### src/rtl/spi_seq_pkg.sv
package spi_seq_pkg;

  typedef enum logic [2:0] {
    ST_IDLE,
    ST_LEAD,
    ST_HIGH,
    ST_LOW,
    ST_LAG,
    ST_GAP
  } seq_state_e;

  // Cycles needed to cover ns nanoseconds at clk_hz, rounded up, never zero.
  function automatic int unsigned ns_to_cycles(input longint unsigned ns,
                                               input longint unsigned clk_hz);
    longint unsigned prod;
    longint unsigned cyc;
    prod = ns * clk_hz;
    cyc  = (prod + 64'd999_999_999) / 64'd1_000_000_000;
    if (cyc == 64'd0) cyc = 64'd1;
    return 32'(cyc);
  endfunction

  function automatic int unsigned max_u(input int unsigned a, input int unsigned b);
    return (a > b) ? a : b;
  endfunction

endpackage

### src/rtl/spi_seq_timer.sv
module spi_seq_timer #(
  parameter int CNT_W = 8
) (
  input  logic             clk,
  input  logic             rst_n,
  input  logic             load_i,
  input  logic [CNT_W-1:0] load_val_i,
  output logic             expired_o
);

  logic [CNT_W-1:0] cnt_q;
  logic [CNT_W-1:0] cnt_d;
  logic             cnt_en;

  always_comb begin
    cnt_en = load_i || (cnt_q != '0);
    cnt_d  = cnt_q;
    if (load_i) begin
      cnt_d = load_val_i;
    end else if (cnt_q != '0) begin
      cnt_d = cnt_q - 1'b1;
    end
  end

  always_ff @(posedge clk or negedge rst_n) begin
    if (!rst_n) begin
      cnt_q <= '0;
    end else if (cnt_en) begin
      cnt_q <= cnt_d;
    end
  end

  assign expired_o = (cnt_q == '0);

endmodule

### src/rtl/spi_seq_shift.sv
module spi_seq_shift #(
  parameter int CMD_W  = 8,
  parameter int DATA_W = 8
) (
  input  logic                    clk,
  input  logic                    rst_n,
  input  logic                    load_i,
  input  logic [CMD_W-1:0]        cmd_i,
  input  logic [DATA_W-1:0]       wdata_i,
  input  logic                    wide_i,
  input  logic                    rise_i,
  input  logic                    fall_i,
  input  logic                    miso_i,
  output logic                    mosi_o,
  output logic [CMD_W+DATA_W-1:0] rdata_o,
  output logic                    last_o
);

  localparam int FRAME_W = CMD_W + DATA_W;
  localparam int BCNT_W  = $clog2(FRAME_W + 1);

  logic [FRAME_W-1:0] tx_q, tx_d;
  logic [FRAME_W-1:0] rx_q, rx_d;
  logic [BCNT_W-1:0]  bits_q, bits_d;
  logic               wide_q, wide_d;
  logic               sh_en;
  logic [BCNT_W-1:0]  bits_target;

  assign sh_en = load_i || rise_i || fall_i;

  always_comb begin
    tx_d   = tx_q;
    rx_d   = rx_q;
    bits_d = bits_q;
    wide_d = wide_q;
    if (load_i) begin
      tx_d   = {cmd_i, wdata_i};
      rx_d   = '0;
      bits_d = '0;
      wide_d = wide_i;
    end else begin
      if (rise_i) begin
        rx_d   = {rx_q[FRAME_W-2:0], miso_i};
        bits_d = bits_q + 1'b1;
      end
      if (fall_i) begin
        tx_d = {tx_q[FRAME_W-2:0], 1'b0};
      end
    end
  end

  always_ff @(posedge clk or negedge rst_n) begin
    if (!rst_n) begin
      tx_q   <= '0;
      rx_q   <= '0;
      bits_q <= '0;
      wide_q <= 1'b0;
    end else if (sh_en) begin
      tx_q   <= tx_d;
      rx_q   <= rx_d;
      bits_q <= bits_d;
      wide_q <= wide_d;
    end
  end

  assign bits_target = wide_q ? BCNT_W'(FRAME_W) : BCNT_W'(CMD_W);
  assign last_o      = (bits_q == bits_target);
  assign mosi_o      = tx_q[FRAME_W-1];
  assign rdata_o     = rx_q;

endmodule

### src/rtl/spi_seq_gapsel.sv
module spi_seq_gapsel #(
  parameter int                   CMD_W     = 8,
  parameter int                   N_LONG    = 3,
  parameter logic [N_LONG*CMD_W-1:0] LONG_CMDS = '0
) (
  input  logic [CMD_W-1:0] cmd_i,
  output logic             long_o
);

  logic [N_LONG-1:0] hit;

  for (genvar i = 0; i < N_LONG; i++) begin : g_match
    assign hit[i] = (cmd_i == LONG_CMDS[i*CMD_W +: CMD_W]);
  end

  assign long_o = |hit;

endmodule

### src/rtl/spi_seq_master.sv
module spi_seq_master
  import spi_seq_pkg::*;
#(
  parameter int unsigned CLK_HZ       = 200_000_000,
  parameter int unsigned LEAD_NS      = 120,
  parameter int unsigned LAG_NS       = 120,
  parameter int unsigned SCK_HI_NS    = 1000,
  parameter int unsigned SCK_LO_NS    = 1000,
  parameter int unsigned SHORT_GAP_NS = 15_000,
  parameter int unsigned LONG_GAP_NS  = 150_000,
  parameter int          CMD_W        = 8,
  parameter int          DATA_W       = 8,
  parameter int          N_LONG       = 3,
  parameter logic [N_LONG*CMD_W-1:0] LONG_CMDS = {8'h10, 8'h11, 8'h08},
  localparam int         FRAME_W      = CMD_W + DATA_W
) (
  input  logic               clk,
  input  logic               rst_n,
  input  logic               start_i,
  input  logic [CMD_W-1:0]   cmd_i,
  input  logic [DATA_W-1:0]  wdata_i,
  input  logic               wide_i,
  output logic [FRAME_W-1:0] rdata_o,
  output logic               busy_o,
  output logic               done_o,
  output logic               csb_o,
  output logic               sck_o,
  output logic               mosi_o,
  input  logic               miso_i
);

  localparam int unsigned LEAD_CYC  = ns_to_cycles(LEAD_NS, CLK_HZ);
  localparam int unsigned LAG_CYC   = ns_to_cycles(LAG_NS, CLK_HZ);
  localparam int unsigned HI_CYC    = ns_to_cycles(SCK_HI_NS, CLK_HZ);
  localparam int unsigned LO_CYC    = ns_to_cycles(SCK_LO_NS, CLK_HZ);
  localparam int unsigned SGAP_CYC  = ns_to_cycles(SHORT_GAP_NS, CLK_HZ);
  localparam int unsigned LGAP_CYC  = ns_to_cycles(LONG_GAP_NS, CLK_HZ);
  localparam int unsigned LEAD_PH   = max_u(LEAD_CYC, LO_CYC);
  localparam int unsigned MAX_CYC   = max_u(max_u(max_u(LEAD_PH, LAG_CYC), max_u(HI_CYC, LO_CYC)),
                                            max_u(SGAP_CYC, LGAP_CYC));
  localparam int          CNT_W     = $clog2(MAX_CYC + 1);

  // reset: asynchronous assert, synchronous release
  logic [1:0] rsync_q;
  logic       rst_int_n;

  always_ff @(posedge clk or negedge rst_n) begin
    if (!rst_n) begin
      rsync_q <= 2'b00;
    end else begin
      rsync_q <= {rsync_q[0], 1'b1};
    end
  end

  assign rst_int_n = rsync_q[1];

  seq_state_e         state_q, state_d;
  logic               tmr_load;
  logic [CNT_W-1:0]   tmr_val;
  logic               tmr_expired;
  logic               sh_load, sh_rise, sh_fall, sh_last;
  logic               pend_q, pend_d;
  logic               req_cap;
  logic [CMD_W-1:0]   req_cmd_q;
  logic [DATA_W-1:0]  req_wdata_q;
  logic               req_wide_q;
  logic [CMD_W-1:0]   launch_cmd;
  logic [DATA_W-1:0]  launch_wdata;
  logic               launch_wide;
  logic               launch_long;
  logic               gap_long_q, gap_long_d;
  logic               csb_q, csb_d;
  logic               sck_q, sck_d;
  logic               busy_q, busy_d;
  logic               done_q, done_d;

  // held request wins over fresh inputs
  assign launch_cmd   = pend_q ? req_cmd_q   : cmd_i;
  assign launch_wdata = pend_q ? req_wdata_q : wdata_i;
  assign launch_wide  = pend_q ? req_wide_q  : wide_i;

  spi_seq_gapsel #(
    .CMD_W    (CMD_W),
    .N_LONG   (N_LONG),
    .LONG_CMDS(LONG_CMDS)
  ) u_gapsel (
    .cmd_i (launch_cmd),
    .long_o(launch_long)
  );

  spi_seq_timer #(
    .CNT_W(CNT_W)
  ) u_timer (
    .clk       (clk),
    .rst_n     (rst_int_n),
    .load_i    (tmr_load),
    .load_val_i(tmr_val),
    .expired_o (tmr_expired)
  );

  spi_seq_shift #(
    .CMD_W (CMD_W),
    .DATA_W(DATA_W)
  ) u_shift (
    .clk    (clk),
    .rst_n  (rst_int_n),
    .load_i (sh_load),
    .cmd_i  (launch_cmd),
    .wdata_i(launch_wdata),
    .wide_i (launch_wide),
    .rise_i (sh_rise),
    .fall_i (sh_fall),
    .miso_i (miso_i),
    .mosi_o (mosi_o),
    .rdata_o(rdata_o),
    .last_o (sh_last)
  );

  // next-state logic
  always_comb begin
    state_d    = state_q;
    tmr_load   = 1'b0;
    tmr_val    = '0;
    sh_load    = 1'b0;
    sh_rise    = 1'b0;
    sh_fall    = 1'b0;
    pend_d     = pend_q;
    req_cap    = 1'b0;
    gap_long_d = gap_long_q;
    done_d     = 1'b0;
    unique case (state_q)
      ST_IDLE: begin
        if (start_i) begin
          state_d    = ST_LEAD;
          tmr_load   = 1'b1;
          tmr_val    = CNT_W'(LEAD_PH - 1);
          sh_load    = 1'b1;
          gap_long_d = launch_long;
        end
      end
      ST_LEAD: begin
        if (tmr_expired) begin
          state_d  = ST_HIGH;
          tmr_load = 1'b1;
          tmr_val  = CNT_W'(HI_CYC - 1);
          sh_rise  = 1'b1;
        end
      end
      ST_HIGH: begin
        if (tmr_expired) begin
          sh_fall  = 1'b1;
          tmr_load = 1'b1;
          if (sh_last) begin
            state_d = ST_LAG;
            tmr_val = CNT_W'(LAG_CYC - 1);
          end else begin
            state_d = ST_LOW;
            tmr_val = CNT_W'(LO_CYC - 1);
          end
        end
      end
      ST_LOW: begin
        if (tmr_expired) begin
          state_d  = ST_HIGH;
          tmr_load = 1'b1;
          tmr_val  = CNT_W'(HI_CYC - 1);
          sh_rise  = 1'b1;
        end
      end
      ST_LAG: begin
        if (tmr_expired) begin
          state_d  = ST_GAP;
          tmr_load = 1'b1;
          tmr_val  = gap_long_q ? CNT_W'(LGAP_CYC - 1) : CNT_W'(SGAP_CYC - 1);
          done_d   = 1'b1;
        end
      end
      ST_GAP: begin
        if (tmr_expired) begin
          if (pend_q || start_i) begin
            state_d    = ST_LEAD;
            tmr_load   = 1'b1;
            tmr_val    = CNT_W'(LEAD_PH - 1);
            sh_load    = 1'b1;
            gap_long_d = launch_long;
            pend_d     = 1'b0;
          end else begin
            state_d = ST_IDLE;
          end
        end else if (start_i && !pend_q) begin
          pend_d  = 1'b1;
          req_cap = 1'b1;
        end
      end
      default: state_d = ST_IDLE;
    endcase

    csb_d  = !(state_d inside {ST_LEAD, ST_HIGH, ST_LOW, ST_LAG});
    sck_d  = (state_d == ST_HIGH);
    busy_d = (state_d != ST_IDLE);
  end

  // register process
  always_ff @(posedge clk or negedge rst_int_n) begin
    if (!rst_int_n) begin
      state_q    <= ST_IDLE;
      pend_q     <= 1'b0;
      gap_long_q <= 1'b0;
      csb_q      <= 1'b1;
      sck_q      <= 1'b0;
      busy_q     <= 1'b0;
      done_q     <= 1'b0;
    end else begin
      state_q    <= state_d;
      pend_q     <= pend_d;
      gap_long_q <= gap_long_d;
      csb_q      <= csb_d;
      sck_q      <= sck_d;
      busy_q     <= busy_d;
      done_q     <= done_d;
    end
  end

  always_ff @(posedge clk or negedge rst_int_n) begin
    if (!rst_int_n) begin
      req_cmd_q   <= '0;
      req_wdata_q <= '0;
      req_wide_q  <= 1'b0;
    end else if (req_cap) begin
      req_cmd_q   <= cmd_i;
      req_wdata_q <= wdata_i;
      req_wide_q  <= wide_i;
    end
  end

  assign csb_o  = csb_q;
  assign sck_o  = sck_q;
  assign busy_o = busy_q;
  assign done_o = done_q;

endmodule

### config.mk
export PLATFORM = sky130hd
export DESIGN_NAME = spi_seq_master
export DESIGN_NICKNAME = d
export VERILOG_FILES = /design/src/rtl/spi_seq_pkg.sv /design/src/rtl/spi_seq_timer.sv /design/src/rtl/spi_seq_shift.sv /design/src/rtl/spi_seq_gapsel.sv /design/src/rtl/spi_seq_master.sv
export SDC_FILE = /design/constraint.sdc
export NUM_CORES = 1
export LEC_CHECK = 0
export BUFFER_PORTS_ARGS = -buffer_cell sky130_fd_sc_hd__buf_2
export CORE_AREA = 2 2 113 115
export CTS_BUF_LIST = sky130_fd_sc_hd__clkbuf_8
export DETAILED_ROUTE_END_ITERATION = 6
export DIE_AREA = 0 0 115 117
export PLACE_DENSITY = 0.53
export SYNTH_ARGS = -nofsm -noshare
export SYNTH_HDL_FRONTEND = slang
export SYNTH_HIERARCHICAL = 1
export SYNTH_SLANG_ARGS = --single-unit
### constraint.sdc
create_clock -name clk -period 5.9 [get_ports clk]
set_clock_uncertainty 0.1 [all_clocks]
set_input_delay 0.885 -clock clk [delete_from_list [all_inputs] [get_ports clk]]
set_output_delay 0.885 -clock clk [all_outputs]
set_load 0.03 [all_outputs]
==> flow_summary.yaml, run 1 <==
sta:
  final_max_slew_viol_count: 0
  relSlewSlack: 0.323
  fmax_mhz: 285
  finalCriticalPeriod_ns: 3.51
  rsz0062_at_grt: "false"
  setup_viol: 0
  tightest_slew_ns: 1.02
  hold_viol: 0
  post-route-period-util: 0.594
  fin_tns_setup_ns: 0
global_routing:
  grt_max_degree: 80
  grt_pass1_vias: 2825
  grt_overflow: 0
  grt_pass1_wl_um: 13800
  grtUsageTotal: 0.129
  antenna_found_initial: 0
synth:
  synthArstFlopShare: 1.00
  synthMuxAreaShare: 0.195
  synthDistinctLibCells: 62
  synth-seq-area-share: 0.486
  synth_area_leaders: "dfrtp_1, mux2i_1, mux2_2"
  synth_seq_cells: 81
  ys.flop_type: "dfrtp_1"
  synth_fa_ha_area_frac: 0.00899
  syn-num-nets: 394
  synthXorXnorAreaFrac: 0.0210
  syn_inst: 370
  avgSynthCellArea_sq_um: 11.3
  synth-warning-count: 6
  synth-simple-area-share: 0.145
  synth_compound_area_frac: 0.0968
  synth-edff-count: 0
  synth_top_area_frac: 0.480
  yosys.area.top_type: "dfrtp_1"
  synth_top_family_by_area: "multiplexers"
  synth_area_sq_mm: 0.00417
layout:
  fin_area_sq_mm: 0.00468
  nNetsFinal: 426
  layout-drive-gt1-share: 0.280
  area_growth_pct: 12.2
  fill_cells: 1223
  final_core_util: 0.380
  num_antenna_cells: 0
clocking:
  path_clk_slew_ns: 0.09
  post_cts_resized: 0
  clk_latency_ns: 0.36
  htree_num_levels: 3
  clkSinkCount: 81
  cts_root_buffer: "clkbuf_8"
  cts_setup_buffers: 0
  cts_tree: "done"
  cts_hold_buf: 0
  cts_max_path_buffers: 2
  numCtsBuffers: 9
setup_path:
  worst_setup_path_start_kind: "flip-flop"
  r2r_cells: 9
  rrSetupSlack_ns: 2.39
  cp-end-kind: "flip-flop"
  worstReg2RegEnd: "u_shift/bits_q[4]$_DFFE_PN0P_"
  timing.rr.start: "u_timer/cnt_q[0]$_DFFE_PN0P_"
  crit_arrival_ns: 3.66
  crit_type: "flip-flop to flip-flop"
  cp.required_ns: 6.05
  critPathMaxFanout: 57
floorplan:
  start_util: 0.339
  chipHeight_um: 117
  num_rows: 41
  core-area_sq_mm: 0.0123
  ios: 42
  die_area_sq_mm: 0.0135
  die_x_um: 115
route:
  vias_per_cell: 5.03
  routed_wl_um: 7770
  wl_per_cell_um: 13.9
  vias: 2804
  first_pass_iters: 6
  drc: 0
  drt-initial-drc-count: 126
  antenna_left: 0
power_and_ir_drop:
  vdd_drop_max_uv: 81.6
  power.density_mw_per_mm2: 243
  leakagePower_nw: 1.99
  power_mw: 1.14
placement:
  place_area_sq_mm: 0.00444
  place.gp.congestion: 0.838
  numPortBuffers: 41
  hpwl_um: 5060
worst_hold_path:
  min_path_type: "input pin to asynchronous set/reset pin"
run_status:
  status: "finished, final reports clean"
run:
  maxCapViolations: 0
-- placed cells by master, fill, tap and decap left out, drive strengths merged, types with 4 or more instances in the layout --
cell type | netlist | routed
buf | 17 | 44
mux2 | 39 | 39
dfrtp | 80 | 80
nand2b | 8 | 8
o21ai | 26 | 26
nand4 | 4 | 4
nand2 | 32 | 32
inv | 9 | 10
a31oi | 4 | 4
nor2 | 33 | 33
o31ai | 6 | 6
nor2b | 8 | 8
xnor2 | 7 | 7
clkbuf | 6 | 10
nand3 | 4 | 4
a21oi | 9 | 9
nor4 | 4 | 4
mux2i | 33 | 33
-- cells by family (layout without fill, tap and decap cells) --
| kind of cell | count (synthesis) | after routing |
|---|---|---|
| AND/OR/NAND/NOR | 109 | 109 |
| flip-flops | 81 | 81 |
| multiplexers | 72 | 72 |
| AO/OA/AOI/OAI | 62 | 62 |
| buffers and inverters | 32 | 69 |
| XOR/XNOR | 10 | 10 |
| adder cells (fa/ha/maj) | 3 | 3 |
| other | 1 | 1 |
-- registers in the layout, indices dropped and copies added, names as in the netlist, 2 cells and up --
name and count:
req_wdata_q 8, u_timer/cnt_q 15, u_shift/tx_q 16, u_shift/rdata_o 16, u_shift/bits_q 5, rsync_q 2
req_cmd_q 8, state_q 3
-- power breakdown --
group / leakage, nW / internal, mW / switching [mW]
clock: 0.128 / 0.291 / 0.205
sequential: 0.999 / 0.570 / 0.0202
combinational: 0.863 / 0.0238 / 0.0291
total: 1.99 / 0.885 / 0.254
-- worst max-delay path, stage by stage (launching register included) --
cell and delay, ns:
dfrtp_1 0.42, inv_1 0.11, ha_1 0.21, nor4b_1 0.23, and4_1 0.73, o211ai_1 0.22
o21a_2 0.29, inv_2 0.66, nor2b_1 0.10, mux2_1 0.32
-- synthesized netlist by cell type (5+ instances only) --
cell type	number
o31ai_1	6
xnor2_1	7
nand2_1	32
clkbuf_1	5
buf_6	6
buf_2	9
a21oi_1	8
o21ai_0	9
mux2_2	25
nor2b_1	5
nor2_1	32
nand2b_1	8
dfrtp_1	80
o21ai_1	16
mux2_4	12
mux2i_1	33
inv_1	8
-- routing by layer --
metal  up-vias  part of all wire  routed length [um]  track usage
met5         -                 0                   0            0
met4         0             0.024                 184       0.0699
met3        14             0.032                 250       0.0206
met2        47              0.46                3560        0.194
met1      1372              0.49                3770        0.178
li1       1371                 -                   -            -
-- per-stage QoR --
| step | hold slack, ns | cells | setup slack, ns |
|---|---|---|---|
| after CTS | 0.168 | 557 | 2.37 |
| after floorplan | 0.231 | 370 | 3.03 |
| after global routing | 0.173 | 557 | 2.09 |
| after detailed placement | 0.240 | 541 | 2.38 |
| after global placement | 0.237 | 541 | 2.49 |
| final | 0.185 | 557 | 2.39 |
-- layout make-up --
type / instances / area (sq um) / area share
flip-flops and latches: 81 / 2030 / 0.434
multi-input cells: 257 / 1960 / 0.418
repair buffers: 44 / 228 / 0.0486
well taps: 150 / 188 / 0.0401
clock buffers: 10 / 138 / 0.0294
clock inverters: 6 / 108 / 0.0230
inverters: 9 / 33.8 / 0.00722
-- how the worst max path moves through the flow --
stage	start	to	slack, ns	cells after the start
2_1_floorplan	u_timer/cnt_q[0]$_DFFE_PN0P_	u_timer/cnt_q[13]$_DFFE_PN0P_	3.03	13
3_3_place_gp	u_timer/cnt_q[0]$_DFFE_PN0P_	u_shift/bits_q[4]$_DFFE_PN0P_	2.49	9
3_5_place_dp	u_timer/cnt_q[0]$_DFFE_PN0P_	u_shift/bits_q[4]$_DFFE_PN0P_	2.38	9
4_1_cts	u_timer/cnt_q[0]$_DFFE_PN0P_	u_shift/wide_q$_DFFE_PN0P_	2.37	8
5_1_grt	u_timer/cnt_q[0]$_DFFE_PN0P_	u_shift/bits_q[4]$_DFFE_PN0P_	2.09	9
6_report	u_timer/cnt_q[0]$_DFFE_PN0P_	u_shift/bits_q[4]$_DFFE_PN0P_	2.39	9
No activity file was read; power rests on OpenSTA's default activity.
==> inputs of run 2 (changes only) <==
ABC_AREA = 1   (was not set)
PLACE_DENSITY = 0.55   (was 0.53)
clock period = 2.92 ns   (was 5.9 ns; I/O delays follow)
==> run 2 against run 1 <==
Register-to-register slack got worse by 2.1 ns. Hold slack better by 0.039 ns. Global-route usage up 1.2 points. Maximum frequency rose by 34%. Power grew to 3.0 times the previous value. Sequential share of layout area decreased by 0.85 points. Sequential power is 150% higher. First-iteration DRC count grew 17%. Setup slack worse by 2.1 ns. Non-clock buffer count grew 5. Via count is 18% higher.
==> flow_summary.yaml, run 2 <==
synth:
  synth-warning-count: 6
  synth_seq_cells: 81
  synth_top_cells_by_count: "nand2_1, dfrtp_1, inv_1"
  synthArstFlopShare: 1.00
  synth_area_sq_mm: 0.00417
  ys.flop_type: "dfrtp_1"
  avgSynthCellArea_sq_um: 8.08
  synth-seq-area-share: 0.486
  yosys.area.top_type: "dfrtp_1"
  syn-num-nets: 540
  synth_area_leaders: "dfrtp_1, nand2_1, nand3_1"
  synth-edff-count: 0
  synth.most_common_cell: "nand2_1"
  syn_inst: 516
  synthDistinctLibCells: 36
  synth_top_area_frac: 0.480
clocking:
  htree_num_levels: 3
  cts_setup_buffers: 0
  clk_latency_ns: 0.36
  cts_root_buffer: "clkbuf_8"
  clkSinkCount: 81
  cts_max_path_buffers: 2
  cts_tree: "done"
  numCtsBuffers: 9
  path_clk_slew_ns: 0.08
layout:
  num_antenna_cells: 0
  area_growth_pct: 14.6
  mostFrequentLayoutCells: "nand2_1, dfrtp_1, inv_1"
  nNetsFinal: 584
  mostFrequentLayoutCell: "nand2_1"
  final_core_util: 0.388
  layout-drive-gt1-share: 0.205
setup_path:
  worstReg2RegEnd: "u_timer/cnt_q[1]$_DFFE_PN0P_"
  crit_arrival_ns: 2.75
  worst_setup_path_start_kind: "flip-flop"
  crit_type: "flip-flop to flip-flop"
  critPathMaxFanout: 20
  cp-end-kind: "flip-flop"
  r2r_cells: 14
  critPathLaunch: "u_timer/cnt_q[0]$_DFFE_PN0P_"
  cp.required_ns: 3.07
  timing.rr.start: "u_timer/cnt_q[0]$_DFFE_PN0P_"
  path_cells: "inv_1, ha_1, nand2_4, nor2_8, nand4_4, clkinvlp_4, o21ai_0, o21ai_2, inv_2, nand3_1, buf_4, o21ai_0, nand2_1, o21ai_1"
  rrSetupSlack_ns: 0.31
  crit_path_frequent_cell: "o21ai_0"
  cpMaxStageDelayCell: "dfrtp_1"
  max_stage_delay_ns: 0.41
sta:
  relSlewSlack: 0.331
  tightest_slew_ns: 1.00
  post-route-period-util: 0.893
  fin_tns_setup_ns: 0
  finalCriticalPeriod_ns: 2.61
  hold_ws_ns: 0.225
  setup_viol: 0
  rsz0062_at_grt: "false"
  final_max_slew_viol_count: 0
  hold_viol: 0
  fmax_mhz: 383
floorplan:
  chipHeight_um: 117
  start_util: 0.339
  die_area_sq_mm: 0.0135
  num_rows: 41
  core-area_sq_mm: 0.0123
  die_x_um: 115
  ios: 42
route:
  routed_wl_um: 8480
  vias: 3304
  first_pass_iters: 4
  drc: 0
  wl_per_cell_um: 11.9
  antenna_left: 0
  drt-initial-drc-count: 147
  vias_per_cell: 4.62
global_routing:
  grt_pass1_wl_um: 14900
  grt_pass1_vias: 3213
  antenna_found_initial: 0
  grt_overflow: 0
  grt_max_degree: 80
  grtUsageTotal: 0.140
worst_hold_path:
  min_path_cells: 3
  min_path_type: "input pin to flip-flop"
  hp-start: "miso_i"
  whs_endpoint: "u_shift/rdata_o[0]$_DFFE_PN0P_"
placement:
  place.gp.congestion: 0.838
  hpwl_um: 5870
  numPortBuffers: 41
power_and_ir_drop:
  power.density_mw_per_mm2: 712
  vdd_drop_max_uv: 254
  leakagePower_nw: 2.48
run_status:
  status: "finished, final reports clean"
run:
  maxCapViolations: 0
## run 2: cell count changes after synthesis, sizes merged, moves of 33 or more
cell,change
nand2,+149
inv,+50
nand3,+42
mux2,-39
mux2i,-33
o21ai,+33
## run 2: layer usage
layer / vias up / wire (um) / track usage
met5: - / 0 / 0
met4: 0 / 85 / 0.0474
met3: 4 / 271 / 0.0417
met2: 54 / 3870 / 0.221
met1: 1527 / 4250 / 0.186
li1: 1719 / - / -
## run 2: cell families (layout without fill, tap and decap cells)
| logic type | Yosys count | after routing | share of synthesized area |
|---|---|---|---|
| other cells | 1 | 1 | 0.000899 |
| compound gates | 73 | 73 | 0.107 |
| simple gates | 277 | 277 | 0.305 |
| flops | 81 | 81 | 0.486 |
| fa+ha+maj | 3 | 3 | 0.00900 |
| xor+xnor | 6 | 6 | 0.0126 |
| buf+inv | 75 | 124 | 0.0789 |
## run 2: report_power, final
group / internal (mW) / switching, mW
sequential: 1.28 / 0.163
combinational: 0.331 / 0.649
clock: 0.562 / 0.409
## run 2: timing repair
action                                  CTS  global route
gates resized for setup                   0             1
endpoints found under the setup margin    0             3
hold buffers                              1             0
endpoints found under the hold margin     2             0
## run 2: final cells by class
class | instances | area (sq um)
fillers | 1268 | 7540
flip-flops and latches | 81 | 2030
clock inverters | 7 | 111
well taps | 150 | 188
multi-input cells | 360 | 1820
clock buffers | 9 | 124
inverters | 59 | 225
repair buffers | 49 | 280
## run 2: metrics by stage
step / area (sq um) / cells / power (mW) / setup WS [ns]
after floorplan: 4170 / 516 / 2.21 / 0.133
after global placement: 4530 / 698 / 2.43 / 0.351
final: 4780 / 715 / 3.40 / 0.312
after detailed placement: 4530 / 698 / 2.44 / 0.225
after CTS: 4770 / 715 / 3.44 / 0.207
after global routing: 4780 / 715 / 3.66 / 0.0586
## run 2: worst max-delay path by stage
stage	slack (ns)	end	cells past startpoint
2_1_floorplan	0.13	u_timer/cnt_q[1]$_DFFE_PN0P_	14
3_3_place_gp	0.35	u_timer/cnt_q[1]$_DFFE_PN0P_	14
3_5_place_dp	0.22	u_timer/cnt_q[1]$_DFFE_PN0P_	14
4_1_cts	0.21	u_timer/cnt_q[1]$_DFFE_PN0P_	15
5_1_grt	0.06	u_timer/cnt_q[0]$_DFFE_PN0P_	15
6_report	0.31	u_timer/cnt_q[1]$_DFFE_PN0P_	14
## run 2: worst max-delay path: cells and delay by family (launching register included)
kind | cells | cell delay [ns]
AOI/OAI and AO/OA | 4 | 0.56
adders and majority gates | 1 | 0.24
buffers and inverters | 4 | 0.62
DFF | 1 | 0.41
and+or+nand+nor | 5 | 0.56
==> inputs of run 3 (changes only) <==
CAP_MARGIN = 25   (was not set)
clock period = 2.2 ns   (was 2.92 ns; I/O delays follow)
==> run 3 against run 2 <==
Die area unchanged. Critical path type unchanged. Routed wire length rose by 0.21%. Critical endpoint is now u_shift/tx_q[12]$_DFFE_PN0P_. Via count grew 0.91%. Highest routed layer unchanged. Power increased by 30%. Hold slack worse by 0.11 ns. Clock-buffer cell count stayed put. Register-to-register slack worse by 0.16 ns. Cell area grew 3.0%. Non-clock buffer count is 13 higher. Critical path depth is 2 lower.
==> flow_summary.yaml, run 3 (synthesis results as in run 2) <==
layout:
  mostFrequentLayoutCells: "nand2_1, dfrtp_1, inv_1"
  nNetsFinal: 597
  fill_cells: 1253
  num_antenna_cells: 0
  mostFrequentLayoutCell: "nand2_1"
  area_growth_pct: 18.0
  final_core_util: 0.399
  layout-drive-gt1-share: 0.246
floorplan:
  ios: 42
  num_rows: 41
  chipHeight_um: 117
  die_area_sq_mm: 0.0135
  die_x_um: 115
  core-area_sq_mm: 0.0123
  start_util: 0.339
placement:
  pre_cts_slack_ns: 0.0197
  place.gp.congestion: 0.813
  hpwl_um: 6070
  numPortBuffers: 41
setup_path:
  worstReg2RegEnd: "u_shift/tx_q[12]$_DFFE_PN0P_"
  critPathLaunch: "u_timer/cnt_q[4]$_DFFE_PN0P_"
  crit_path_frequent_cell: "nor2_2"
  critPathBufInv: 3
  worst_setup_path_start_kind: "flip-flop"
  critPathMaxFanout: 15
  cp_num_cells: 12
  cp-end-kind: "flip-flop"
  timing.rr.start: "u_timer/cnt_q[4]$_DFFE_PN0P_"
  crit_family: "simple AND/OR/NAND/NOR gates"
  r2r_cells: 12
  crit_arrival_ns: 2.20
  crit_type: "flip-flop to flip-flop"
  crit_end: "u_shift/tx_q[12]$_DFFE_PN0P_"
  max_stage_delay_ns: 0.43
  cp.required_ns: 2.35
  path_cells: "nor2_2, nand2_2, nor2_8, nand4_4, clkinv_4, o21ai_2, o21ai_4, buf_6, nor2_2, buf_4, nand2_1, nand3_1"
  cpMaxStageDelayCell: "dfrtp_1"
  rrSetupSlack_ns: 0.15
sta:
  post-route-period-util: 0.931
  finalCriticalPeriod_ns: 2.05
  fin_ws_ns: 0.151
  fmax_mhz: 488
  final_max_slew_viol_count: 0
  rsz0062_at_grt: "true"
  setup_viol: 0
  hold_viol: 0
route:
  drt-initial-drc-count: 205
  wl_per_cell_um: 11.7
  vias: 3334
  routed_wl_um: 8500
  antenna_left: 0
  drc: 0
  vias_per_cell: 4.58
  first_pass_iters: 5
clocking:
  clkSinkCount: 81
  cts_tree: "done"
  cts_max_path_buffers: 2
  clk_latency_ns: 0.36
  htree_num_levels: 3
  path_clk_slew_ns: 0.09
  numCtsBuffers: 9
  cts_root_buffer: "clkbuf_8"
power_and_ir_drop:
  power_switching_mw: 1.66
  leakagePower_nw: 2.55
  p_comb_frac: 0.326
  power.internal_mw: 2.75
  switching_share: 0.377
  vdd_drop_max_uv: 418
  power.share.clock: 0.244
  power_frac_seq: 0.431
  power.density_mw_per_mm2: 898
global_routing:
  antenna_found_initial: 0
  grt_max_degree: 46
  grt_pass1_vias: 3144
  grt_overflow: 0
  grtUsageTotal: 0.139
  grt_pass1_wl_um: 14900
run:
  maxCapViolations: 0
run_status:
  status: "finished, final reports clean"
worst_hold_path:
  min_path_type: "input pin to flip-flop"
  min_path_cells: 3
run 3: repair_timing:
action                                  in CTS  in global routing
resized for setup                            0                 15
buffers inserted                             0                  2
endpoints found under the hold margin        2                  0
hold buffers                                 1                  0
endpoints found under the setup margin       0                 41
run 3: power by group through the flow:
stage | registers, mW | logic, mW | clock network (mW)
after floorplan | 2.05 | 0.917 | 0
after global placement | 1.92 | 1.38 | 0
after detailed placement | 1.93 | 1.39 | 0
after CTS | 1.90 | 1.40 | 1.13
after global routing | 1.94 | 1.63 | 1.20
final | 1.90 | 1.44 | 1.08
run 3: layout make-up:
type                       instances  area [sq um]  area share
tap                              150           188      0.0382
multi-input combinational        360          1870       0.381
clock buffer                       9           124      0.0252
clock inverter                     7          70.1      0.0142
timing repair buffer              62           402      0.0817
sequential                        81          2030       0.413
inverter                          59           229      0.0466
run 3: worst reg2reg max path, stage by stage, from the launching register on:
cell and delay [ns]:
dfrtp_1 0.43, nor2_2 0.15, nand2_2 0.11, nor2_8 0.14, nand4_4 0.11, clkinv_4 0.11
o21ai_2 0.08, o21ai_4 0.17, buf_6 0.17, nor2_2 0.05, buf_4 0.18, nand2_1 0.09
nand3_1 0.06
run 3: how the worst min path moves through the flow:
stage | from | end | slack [ns]
6_report | miso_i | u_shift/rdata_o[0]$_DFFE_PN0P_ | 0.12
5_1_grt | cmd_i[4] | req_cmd_q[4]$_DFFE_PN0P_ | 0.11
4_1_cts | miso_i | u_shift/rdata_o[0]$_DFFE_PN0P_ | 0.1
3_5_place_dp | rst_n | rsync_q[0]$_DFF_PN0_ | 0.02
3_3_place_gp | rst_n | rsync_q[0]$_DFF_PN0_ | 0.01
2_1_floorplan | rst_n | rsync_q[0]$_DFF_PN0_ | -0.07
run 3: metrics by stage:
step                      TNS [ns]  total power [mW]  instance area (sq um)  hold slack (ns)  std cells
after CTS                        0              4.44                   4860           0.0994        726
after detailed placement         0              3.32                   4650           0.0188        709
after global routing       -0.0144              4.77                   4920            0.105        728
final                            0              4.42                   4920            0.119        728
after global placement           0              3.30                   4650           0.0146        709
after floorplan                  0              2.97                   4220          -0.0656        516
run 3: metal layers:
layer  share of wire  global-route usage  wire, um  vias to the layer above
met4           0.011              0.0353        96                        0
met3           0.041              0.0417       346                        7
li1                -                   -         -                     1753
met2            0.45               0.209      3870                       50
met5               0                   0         0                        -
met1            0.49               0.197      4190                     1524
